<file path="src/rtl/mdio_mgmt_pkg.sv">
package mdio_mgmt_pkg;

    localparam int MDIO_DATA_W = 16;
    localparam int MDIO_ADDR_W = 5;

    // Software view of the access register (bit 31 down to bit 0)
    typedef struct packed {
        logic                   go;
        logic                   wr;
        logic                   ack;
        logic [2:0]             rsvd;
        logic [MDIO_ADDR_W-1:0] regad;
        logic [MDIO_ADDR_W-1:0] phyad;
        logic [MDIO_DATA_W-1:0] data;
    } access_reg_t;

    localparam logic [1:0] OP_READ  = 2'b10;
    localparam logic [1:0] OP_WRITE = 2'b01;
    localparam logic [1:0] SOF_CODE = 2'b01;
    localparam logic [1:0] TA_WRITE = 2'b10;

endpackage

</file>
<file path="src/rtl/mdio_clk_div.sv">
module mdio_clk_div #(
    parameter int DIV_W = 8
) (
    input  logic             clk,
    input  logic             rst_n,
    input  logic             run_i,
    input  logic [DIV_W-1:0] div_i,
    output logic             mdc_o,
    output logic             rise_o,
    output logic             fall_o
);

    typedef struct packed {
        logic [DIV_W-1:0] cnt;
        logic             mdc;
    } cd_state_t;

    cd_state_t st_d, st_q;
    logic      wrap;

    assign wrap = (st_q.cnt == div_i);

    always_comb begin
        st_d = st_q;
        if (!run_i) begin
            st_d.cnt = '0;
            st_d.mdc = 1'b0;
        end else if (wrap) begin
            st_d.cnt = '0;
            st_d.mdc = ~st_q.mdc;
        end else begin
            st_d.cnt = st_q.cnt + 1'b1;
        end
    end

    always_ff @(posedge clk or negedge rst_n) begin
        if (!rst_n) st_q <= '0;
        else        st_q <= st_d;
    end

    assign mdc_o  = st_q.mdc;
    assign rise_o = run_i && wrap && !st_q.mdc;
    assign fall_o = run_i && wrap &&  st_q.mdc;

endmodule

</file>
<file path="src/rtl/mdio_frame_engine.sv">
module mdio_frame_engine
    import mdio_mgmt_pkg::*;
#(
    parameter int PRE_LEN = 32
) (
    input  logic                   clk,
    input  logic                   rst_n,
    input  logic                   start_i,
    input  logic                   wr_i,
    input  logic [MDIO_ADDR_W-1:0] phyad_i,
    input  logic [MDIO_ADDR_W-1:0] regad_i,
    input  logic [MDIO_DATA_W-1:0] wdata_i,
    input  logic                   rise_i,
    input  logic                   fall_i,
    input  logic                   mdio_i,
    output logic                   busy_o,
    output logic                   done_o,
    output logic                   mdio_o,
    output logic                   mdio_oe,
    output logic [MDIO_DATA_W-1:0] rdata_o,
    output logic                   ack_o
);

    localparam int FRAME_LEN = PRE_LEN + 32;
    localparam int IDX_W     = $clog2(FRAME_LEN);
    localparam int TA_IDX    = PRE_LEN + 14;
    localparam int DATA_IDX  = PRE_LEN + 16;
    localparam int LAST_IDX  = FRAME_LEN - 1;

    typedef struct packed {
        logic                   busy;
        logic                   wr;
        logic                   ack;
        logic [IDX_W-1:0]       idx;
        logic [FRAME_LEN-1:0]   sh;
        logic [MDIO_DATA_W-1:0] rx;
    } eng_state_t;

    eng_state_t st_d, st_q;
    logic       last_bit;

    assign last_bit = (st_q.idx == IDX_W'(LAST_IDX));

    always_comb begin
        st_d   = st_q;
        done_o = 1'b0;
        if (start_i && !st_q.busy) begin
            st_d.busy = 1'b1;
            st_d.wr   = wr_i;
            st_d.ack  = 1'b0;
            st_d.idx  = '0;
            st_d.rx   = '0;
            st_d.sh   = {{PRE_LEN{1'b1}}, SOF_CODE,
                         (wr_i ? OP_WRITE : OP_READ),
                         phyad_i, regad_i,
                         (wr_i ? TA_WRITE : 2'b11),
                         (wr_i ? wdata_i : {MDIO_DATA_W{1'b1}})};
        end else if (st_q.busy) begin
            if (rise_i && !st_q.wr) begin
                if (st_q.idx == IDX_W'(TA_IDX + 1))
                    st_d.ack = !mdio_i;
                if (st_q.idx >= IDX_W'(DATA_IDX))
                    st_d.rx = {st_q.rx[MDIO_DATA_W-2:0], mdio_i};
            end
            if (fall_i) begin
                if (last_bit) begin
                    st_d.busy = 1'b0;
                    done_o    = 1'b1;
                end else begin
                    st_d.idx = st_q.idx + 1'b1;
                    st_d.sh  = {st_q.sh[FRAME_LEN-2:0], 1'b1};
                end
            end
        end
    end

    always_ff @(posedge clk or negedge rst_n) begin
        if (!rst_n) st_q <= '0;
        else        st_q <= st_d;
    end

    assign busy_o  = st_q.busy;
    assign mdio_o  = st_q.busy ? st_q.sh[FRAME_LEN-1] : 1'b1;
    assign mdio_oe = st_q.busy && (st_q.wr || (st_q.idx < IDX_W'(TA_IDX)));
    assign rdata_o = st_q.rx;
    assign ack_o   = st_q.ack;

endmodule

</file>
<file path="src/rtl/mdio_mgmt_master.sv">
module mdio_mgmt_master
    import mdio_mgmt_pkg::*;
#(
    parameter int DIV_W   = 8,
    parameter int PRE_LEN = 32
) (
    input  logic        clk,
    input  logic        rst_n,
    input  logic        reg_wr,
    input  logic        reg_sel,
    input  logic [31:0] reg_wdata,
    output logic [31:0] ctrl_rdata,
    output logic [31:0] access_rdata,
    output logic        mdc,
    output logic        mdio_o,
    output logic        mdio_oe,
    input  logic        mdio_i
);

    localparam int CTRL_PAD_W = 30 - DIV_W;

    typedef struct packed {
        logic             enable;
        logic [DIV_W-1:0] div;
        logic [DIV_W-1:0] div_run;
        access_reg_t      acc;
    } top_state_t;

    top_state_t             st_d, st_q;
    access_reg_t            wr_acc;
    logic                   start;
    logic                   eng_busy;
    logic                   eng_done;
    logic                   eng_ack;
    logic [MDIO_DATA_W-1:0] eng_rdata;
    logic                   tick_rise;
    logic                   tick_fall;

    assign wr_acc = access_reg_t'(reg_wdata);

    always_comb begin
        st_d  = st_q;
        start = 1'b0;
        if (reg_wr && !reg_sel) begin
            st_d.enable = reg_wdata[30];
            st_d.div    = reg_wdata[DIV_W-1:0];
        end
        if (reg_wr && reg_sel && !st_q.acc.go) begin
            st_d.acc.wr    = wr_acc.wr;
            st_d.acc.regad = wr_acc.regad;
            st_d.acc.phyad = wr_acc.phyad;
            st_d.acc.data  = wr_acc.data;
            st_d.acc.ack   = 1'b0;
            if (wr_acc.go && st_q.enable) begin
                st_d.acc.go  = 1'b1;
                st_d.div_run = st_q.div;
                start        = 1'b1;
            end
        end
        if (eng_done) begin
            st_d.acc.go = 1'b0;
            if (!st_q.acc.wr) begin
                st_d.acc.data = eng_rdata;
                st_d.acc.ack  = eng_ack;
            end
        end
    end

    always_ff @(posedge clk or negedge rst_n) begin
        if (!rst_n) st_q <= '0;
        else        st_q <= st_d;
    end

    mdio_clk_div #(
        .DIV_W (DIV_W)
    ) u_clk_div (
        .clk    (clk),
        .rst_n  (rst_n),
        .run_i  (eng_busy),
        .div_i  (st_q.div_run),
        .mdc_o  (mdc),
        .rise_o (tick_rise),
        .fall_o (tick_fall)
    );

    mdio_frame_engine #(
        .PRE_LEN (PRE_LEN)
    ) u_engine (
        .clk     (clk),
        .rst_n   (rst_n),
        .start_i (start),
        .wr_i    (wr_acc.wr),
        .phyad_i (wr_acc.phyad),
        .regad_i (wr_acc.regad),
        .wdata_i (wr_acc.data),
        .rise_i  (tick_rise),
        .fall_i  (tick_fall),
        .mdio_i  (mdio_i),
        .busy_o  (eng_busy),
        .done_o  (eng_done),
        .mdio_o  (mdio_o),
        .mdio_oe (mdio_oe),
        .rdata_o (eng_rdata),
        .ack_o   (eng_ack)
    );

    assign ctrl_rdata   = {~st_q.acc.go, st_q.enable, {CTRL_PAD_W{1'b0}}, st_q.div};
    assign access_rdata = {st_q.acc.go, st_q.acc.wr, st_q.acc.ack, 3'b000,
                           st_q.acc.regad, st_q.acc.phyad, st_q.acc.data};

endmodule

</file>
<file path="config.mk">
export PLATFORM = sky130hd
export DESIGN_NAME = mdio_mgmt_master
export DESIGN_NICKNAME = d
export VERILOG_FILES = /design/src/rtl/mdio_mgmt_pkg.sv /design/src/rtl/mdio_clk_div.sv /design/src/rtl/mdio_frame_engine.sv /design/src/rtl/mdio_mgmt_master.sv
export SDC_FILE = /design/constraint.sdc
export NUM_CORES = 1
export LEC_CHECK = 0
export BUFFER_PORTS_ARGS = -buffer_cell sky130_fd_sc_hd__buf_4
export CORE_MARGIN = 4
export CORE_UTILIZATION = 56
export DETAILED_ROUTE_END_ITERATION = 6
export GPL_ROUTABILITY_DRIVEN = 0
export PLACE_DENSITY = 0.9
export SLEW_MARGIN = 20
export SYNTH_ARGS = -nofsm -noshare
export SYNTH_HDL_FRONTEND = slang
export SYNTH_SLANG_ARGS = --single-unit
</file>
<file path="constraint.sdc">
create_clock -name clk -period 4.95 [get_ports clk]
set_clock_uncertainty 0.05 [all_clocks]
set_input_delay 0.7425 -clock clk [delete_from_list [all_inputs] [get_ports clk]]
set_output_delay 0.7425 -clock clk [all_outputs]
set_load 0.05 [all_outputs]
</file>
; After elaboration in Yosys (flattened, before gate mapping)
; Cells that the tools add are included.
[op_classes]
addsub = 2
n_lt_le_gt_ge = 2
eq_ne = 5
mux = 33
bitwise = 2
n_reduce_logical = 29
[op_table]
columns = cell, count
row1 = 87-bit 2-to-1 mux, 2
row2 = 70-bit 2-to-1 mux, 2
row3 = 16-bit 2-to-1 mux, 6
row4 = 1-bit 2-to-1 mux, 19
row5 = 2-bit nonzero test, 7
row6 = 6-bit == test (second input constant), 2
row7 = 1-bit logical AND, 10
row8 = 9-bit 2-to-1 mux, 1
row9 = 3-bit AND reduction, 3
row10 = 8-bit by 1-bit adder with 8-bit output (second input constant), 1
row11 = 8-bit == test, 1
row12 = 8-bit 2-to-1 mux, 1
row13 = 6-bit by 1-bit adder with 6-bit output (second input constant), 1
row14 = 6-bit >= comparator (second input constant), 1
row15 = 1-bit logical NOT, 6
row16 = 6-bit less-than comparator (second input constant), 1
row17 = 2-bit != test (second input constant), 2
row18 = 2-bit AND reduction, 2
row19 = 3-bit 2-to-1 mux, 1
row20 = 2-bit 2-to-1 mux, 1
row21 = 1-bit NOT, 2
row22 = 1-bit logical OR, 1
[word_totals]
ff_bits = 144
inputBits = 37
out_inout_bits = 67
word_cells = 90

; Longest topological paths before layout
; Gate-level depths: netlist (run 1).
[depth]
depth_word = 8
ltp_mapped = 8
mapped_depth_nobuf = 6

; Cells and area by module
; From an unflattened synthesis (run 1), not the netlist that was laid out.
[hier_totals]
hier_cells = 728
area_unflattened_um2 = 6866.6
[by_module_without_submodules]
columns = module, n_inst, cells_per_inst, area_per_inst_um2, seq_area_each_um2
row1 = mdio_frame_engine, 1, 434, 3941.3, 2227.1
row2 = mdio_mgmt_master, 1, 245, 2379.8, 1151.1
row3 = mdio_clk_div, 1, 49, 545.5, 225.2

; Least setup slack after synthesis (run 1)
; OpenSTA, ideal clock, no wires.
[synth_timing]
path_type = flip-flop to flip-flop
startpoint = register u_clk_div.st_q[7] in the netlist's numbering
endpoint = register st_q, in the netlist access_rdata[13]
setup_ns = 0.125
t_arrival_ns = 2.121
t_required_ns = 4.775
setup_slack_ns = 2.654
path_stages_with_launch = 8
n_path_buf = 2
synth_period_minus_slack_ns = 2.296
path_cell_list = dfrtp_1 -> xor2_1 -> nor4_4 -> nand2_1 -> or4b_1 -> buf_2 -> buf_6 -> mux2_4
[synth_lines]
columns = element, line_no
row1 = "start, declared", mdio_clk_div.sv:18  ; cd_state_t st_d, st_q;
row2 = "start signal, assigned", mdio_clk_div.sv:38  ; else st_q <= st_d;
row3 = "end signal, assigned", mdio_mgmt_master.sv:71  ; else st_q <= st_d;
row4 = "end, declared", mdio_mgmt_master.sv:29  ; top_state_t st_d, st_q;

; Worst setup path in the final report (run 1)
[layout_timing]
startpoint = register st_q, in the netlist access_rdata[31]
endpoint = register u_engine.st_q[24] in the netlist's numbering
[layout_via]
elab_chain_len = 6
word_cells_on_any_way = 9
cone_classes = eq/ne: 1 / mux: 2 / reduce/logical: 6
[layout_rtl]
columns = element, line_no
row1 = 1-bit logical NOT (*), mdio_mgmt_master.sv:48  ; if (reg_wr && reg_sel && !st_q.acc.go) begin
row2 = 1-bit logical AND (*), mdio_mgmt_master.sv:48
row3 = 1-bit 2-to-1 mux (*), mdio_mgmt_master.sv:48
row4 = 1-bit logical AND (*), mdio_frame_engine.sv:47  ; if (start_i && !st_q.busy) begin
row5 = 2-bit != test (no line) / 2-bit nonzero test (equally long branches), -
row6 = 3-bit AND reduction (no line), -
row7 = "end signal, assigned", mdio_frame_engine.sv:79  ; else st_q <= st_d;
row8 = "end, declared", mdio_frame_engine.sv:39  ; eng_state_t st_d, st_q;
; Every way passes the cells marked *; elsewhere a longest branch is shown, timed or not.
; A chain may end at the register's enable or synchronous reset.

==> run summary, run 1 <==
ranking of synthesized cells by area = dfrtp_1, nand2_1, mux2_2
Storage cell area = 0.00360 sq mm
Final Max Tran Viols = 0
clk sinks = 144
fin crit period = 2.84 ns
ANT cells = 0
Max Freq = 352 MHz
WL/cell = 17.8 microns
WHS = 0.367 ns
Synth async-reset ratio = 1.00
Power Dens Cells = 657 mW/mm^2
global-route usage over all layers = 0.224
TritonCTS clock tree = done
Clk pin slew, worst setup/hold paths = 0.06 ns
P_leak = 3.66 nW
Power Total = 4.98 mW
max cap viols = 0
RSZ-0062 raised after global routing = false
Ports = 104
Core Box Area = 0.0116 sq mm
flop2flop setup slack = 2.11 ns
Die X = 117 microns
Data required, critical path = 5.18 ns
Yosys warnings = 0
Vias/cell = 5.75
final wirelength = 14800 microns
Relative slew margins = 0.344
Setup violations, final = 0
Synth top cells by count = dfrtp_1, nand2_1, buf_4
Root Driver = clkbuf_16
fraction of layout instances using a drive strength above 1 = 0.235
I/O Buffers = 74
Tcrit/Tclk final = 0.574
initial antenna violation count = 0
number of global-route vias before repair = 4920
CP Cell Sequence = inv_1 > nand3_2 > buf_4 > or3_2 > buf_4 > nor3b_1 > a31oi_1
deepest clock path buffer count = 2
CP max FO = 60
Worst-Skew Late Latency = 0.42 ns
fillers = 744
area grow syn2layout = 13.5%
Hold Crit Class = in -> async
Most used DFF post-synth = dfrtp_1
Die H = 117 microns
worst slew pin tran = 0.984 ns
Rows = 39
top-area cell type share of the netlist area = 0.539
Arrival @ worst endpoint = 3.07 ns
FF-to-FF path depth = 7
Worst path max stage delay = 0.94 ns
post-route ant nets = 0
Max VDD drop = 273 uV
critical path class = reg -> reg
CP max stage cell = or3_2
CTS Hold Buffers Added = 0
Yosys top cell by area = dfrtp_1
drt pass-1 iters = 6
first-pass GRT wire length = 23800 microns
nets@finish = 716
r2r startpoint = access_rdata[31]
CTS resizes = 0
Worst setup EP type = flip-flop
EDFF count, synth = 0
Initial Util = 0.578
HPWL after DPL = 9050 microns
status = completed
sequential share of the synthesized area = 0.539
final hold viol count = 0
H-tree levels = 4
Synth Area per Inst = 10.2 sq um
Mapped Cells = 654
area of the multi-input gates = 0.00251 sq mm
Fin Setup TNS = 0 ns
Residual DRC = 0
CTS Buf Count = 17
Setup crit start = access_rdata[31]
largest net degree at the start of global routing = 105
Yosys cell types = 36
CP startpoint kind = flip-flop
cell repeated most along the worst path = buf_4
Finished Core Util = 0.656
full die area = 0.0137 sq mm
most common cell in the synthesized netlist = dfrtp_1
Vias = 4787
post-CTS setup buffer count = 0
total grt overflow = 0
Seq cells post-synth = 144
initial DRC count = 659
Mapped Area = 0.00668 sq mm
[cells by family (layout without fill, tap and decap cells)]
family | after synthesis | after routing | synth area share
DFF | 144 | 144 | 0.539
other | 1 | 25 | 0.000561
AOI/OAI and AO/OA | 51 | 51 | 0.0457
adders and majority gates | 2 | 2 | 0.00375
and+or+nand+nor | 259 | 259 | 0.177
muxes | 69 | 69 | 0.113
xor gates and xnor gates | 16 | 16 | 0.0210
buffers and inverters | 112 | 124 | 0.0998
[state kept, by name, indices dropped and copies added (netlist names)]
signal            flops
access_rdata         29
ctrl_rdata            9
st_q                  8
u_clk_div.mdc_o       1
u_clk_div.st_q        8
u_engine.ack_o        1
u_engine.busy_o       1
u_engine.rdata_o     16
u_engine.st_q        71
[per-stage QoR]
step	std cells	cell area (sq um)	setup WS, ns
after floorplan	678	6770	2.65
after global placement	800	6940	1.93
after detailed placement	800	6940	1.83
after CTS	832	7570	2.05
after global routing	833	7580	1.98
final	833	7580	2.11
[final timing paths]
check                                     to
max in group asynchronous  u_engine.st_q[70]
min reg2reg                u_engine.st_q[87]
min in group clk           u_engine.st_q[87]
min                        u_clk_div.st_q[1]
max reg2reg                u_engine.st_q[24]
max                        u_engine.st_q[24]
[layout make-up]
| class | instances | share of cell area |
|---|---|---|
| flip-flops and latches | 144 | 0.475 |
| inverters | 12 | 0.00594 |
| multi-input cells | 422 | 0.332 |
| repair buffers | 80 | 0.0802 |
| well taps | 143 | 0.0236 |
| clock inverters | 10 | 0.0208 |
| clock buffers | 22 | 0.0626 |
[cell usage in the layout, fill, tap and decap left out, types with 2 or more instances in the layout]
cell / n
dfrtp_1: 144
nand2_1: 136
buf_4: 78
nand3_1: 49
mux2_2: 43
nor2_1: 30
a31oi_1: 28
conb_1: 25
mux2i_1: 24
clkbuf_16: 17
nor3b_1: 16
inv_1: 12
o21ai_0: 12
xor2_1: 11
a21oi_1: 6
and3_1: 5
xnor2_1: 5
bufinv_16: 4
nor3_1: 3
nand2b_1: 3
nand4_1: 3
or3_1: 3
clkbuf_8: 3
clkinvlp_4: 3
clkinv_2: 3
mux2_4: 2
o21a_1: 2
a21o_1: 2
and2_1: 2
ha_1: 2
clkbuf_1: 2
buf_6: 2
[per-layer routing]
metal | vias up | share of wire | track usage
met2 | 192 | 0.51 | 0.378
li1 | 2155 | - | -
met4 | 0 | 0.032 | 0.103
met5 | - | 0 | 0
met3 | 45 | 0.061 | 0.0478
met1 | 2395 | 0.39 | 0.275
[critical path: cells and delay by family, from the launching register on]
| family | cells | cell delay (ns) |
|---|---|---|
| AND/OR/NAND/NOR | 3 | 1.31 |
| buffers and inverters | 3 | 0.82 |
| flip-flops | 1 | 0.41 |
| AO/OA/AOI/OAI | 1 | 0.07 |
[power by group]
part / leakage (nW) / internal (mW) / switching (mW)
Combinational: 1.76 / 0.578 / 1.03
Sequential: 1.60 / 1.66 / 0.354
Clock: 0.302 / 0.881 / 0.477
(Power assumes the default switching activity.)
==> run 2: changes to the inputs <==
Clock period 4.95 ns to 2.7 ns, I/O delays scaled along.
==> run 2 against run 1 <==
Non-clock buffer count rose by 10. Total power increased by 80%. Wire length increased by 3.2%. Largest power group unchanged. Cell count rose by 0.72%. Global-route usage increased by 0.53 points. Count of clock-buffer cells in the layout is 1 lower. Largest cell class unchanged.
==> run summary, run 2 (synthesized netlist as in run 1, its figures left out) <==
H-tree levels = 4 (unchanged)
Worst-Skew Late Latency = 0.42 ns (about the same)
first-pass GRT wire length = 24200 microns (+1.6%)
TritonCTS clock tree = done
most frequent cells in the layout = dfrtp_1, nand2_1, buf_4
WP buf/inv = 1 (-2)
deepest clock path buffer count = 2 (unchanged)
metal3 WL = 801 microns (-11%)
Initial Util = 0.578 (unchanged)
final setup margin = 0.223 ns (-1.89 ns)
clk sinks = 144 (unchanged)
Max Freq = 404 MHz (+15%)
Relative slew margins = 0.502 (+0.158)
Ports = 104 (unchanged)
initial DRC count = 565 (-14%)
CP Depth = 6 (-1)
Fin Setup TNS = 0 ns (unchanged)
critical path class = reg -> reg
met2 WL post-DR = 8070 microns (+6.3%)
pre-CTS setup slack = 0.313 ns (-1.52 ns)
commonest non-fill, non-tap cell in the layout = dfrtp_1
final wirelength = 15300 microns (+3.2%)
FF-to-FF path depth = 6 (-1)
P_leak = 3.69 nW (+0.81%)
Core Box Area = 0.0116 sq mm (unchanged)
largest net degree at the start of global routing = 61 (-42%)
fin crit period = 2.48 ns (-0.363 ns)
worst slew pin tran = 0.745 ns (-0.239 ns)
Residual DRC = 0 (unchanged)
ANT cells = 0 (unchanged)
max cap viols = 0 (unchanged)
Clk pin slew, worst setup/hold paths = 0.06 ns (about the same)
highest metal used = met4
max reg flops = 71 (unchanged)
non-filler cells, final = 839 (+0.72%)
Power Dens Cells = 1180 mW/mm^2 (+79%)
Storage cell area = 0.00360 sq mm (unchanged)
Die X = 117 microns (unchanged)
total grt overflow = 0 (unchanged)
CP max stage cell = or4b_1
placed instance count = 810 (+1.3%)
number of global-route vias before repair = 4929 (+0.18%)
area of the multi-input gates = 0.00251 sq mm (about the same)
nets@finish = 726 (+1.4%)
Tcrit/Tclk final = 0.918 (+0.344)
Hold Crit Depth = 2
Data required, critical path = 2.95 ns (-2.23 ns)
area grow syn2layout = 14.1%
full die area = 0.0137 sq mm (unchanged)
status = completed
global-route usage over all layers = 0.229 (+0.00531)
Vias/cell = 5.72 (-0.51%)
fillers = 742 (-0.27%)
RSZ-0062 raised after global routing = false
Rows = 39 (unchanged)
Root Driver = clkbuf_16
post-route ant nets = 0 (unchanged)
Arrival @ worst endpoint = 2.73 ns (-0.34 ns)
Top reg by flops = u_engine.st_q
initial antenna violation count = 0 (unchanged)
WL/cell = 18.2 microns (+2.4%)
Worst path max stage delay = 0.56 ns (-0.38 ns)
Setup violations, final = 0 (unchanged)
Power Total = 8.95 mW (+80%)
CTS Buf Count = 17 (unchanged)
fraction of layout instances using a drive strength above 1 = 0.240 (+0.00516)
final hold viol count = 0 (unchanged)
CP top delay family = simple AND/OR/NAND/NOR gates
CP Cell Sequence = xor2_1 > nor4_4 > nand2_1 > or4b_1 > buf_4 > mux2_4
CP startpoint kind = flip-flop
WL met1 = 5990 microns (+2.8%)
drt pass-1 iters = 5 (-1)
Final Max Tran Viols = 0 (unchanged)
Vias = 4797 (+0.21%)
I/O Buffers = 74 (unchanged)
Max VDD drop = 600 uV (+120%)
Hold Crit Class = in -> reg
Worst setup EP type = flip-flop
Die H = 117 microns (unchanged)
HPWL after DPL = 9730 microns (+7.5%)
CP max FO = 17 (-72%)
## run 2: changes by cell type in the layout (fill, tap and decap cells not counted)
| cell | before | now |
|---|---|---|
| buf_6 | 2 | 1 |
| dlygate4sd3_1 | 0 | 1 |
| clkbuf_8 | 3 | 2 |
| buf_4 | 78 | 86 |
| clkinvlp_4 | 3 | 1 |
| buf_12 | 0 | 2 |
| bufinv_16 | 4 | 3 |
| and4_2 | 0 | 1 |
| and4_4 | 1 | 0 |
## run 2: worst paths after layout
check | start | end | slack [ns]
min in group asynchronous | rst_n | st_q[33] | 0.49
max in group asynchronous | rst_n | u_engine.rdata_o[11] | 1.43
setup reg to reg | u_clk_div.st_q[7] | access_rdata[14] | 0.22
hold reg to reg | u_engine.st_q[87] | u_engine.st_q[87] | 0.42
setup / recovery | u_clk_div.st_q[7] | access_rdata[14] | 0.22
hold / removal | reg_wdata[18] | access_rdata[18] | 0.18
## run 2: layout make-up
class | instances | share of cell area
Inverter | 12 | 0.00591
Clock buffer | 21 | 0.0604
Multi-Input combinational cell | 422 | 0.330
Sequential cell | 144 | 0.473
Timing Repair Buffer | 90 | 0.0928
Clock inverter | 7 | 0.0148
Tap cell | 143 | 0.0235
## run 2: power by group
group,internal (mW),switching (mW),total [mW]
clock network,1.47,0.839,2.31
logic,1.07,1.88,2.95
registers,3.05,0.641,3.69
total,5.59,3.36,8.95
## run 2: routing by layer
metal / track usage / vias to the layer above
met1: 0.276 / 2417
met2: 0.397 / 169
li1: - / 2167
met3: 0.0540 / 44
met5: 0 / -
met4: 0.0910 / 0
## run 2: through the flow
stage,instance area [sq um],util,hold WS (ns)
final,7620,0.659,0.177
after global routing,7620,0.659,0.180
after CTS,7620,0.659,0.170
after detailed placement,7040,0.608,0.360
after global placement,7040,0.608,0.359
after floorplan,6770,-,0.0594
## run 2: timing repair
action | in CTS | in global routing
resized for setup | 0 | 0
hold buffers | 1 | 0
endpoints found under the hold margin | 56 | 0
setup buffers | 0 | 0
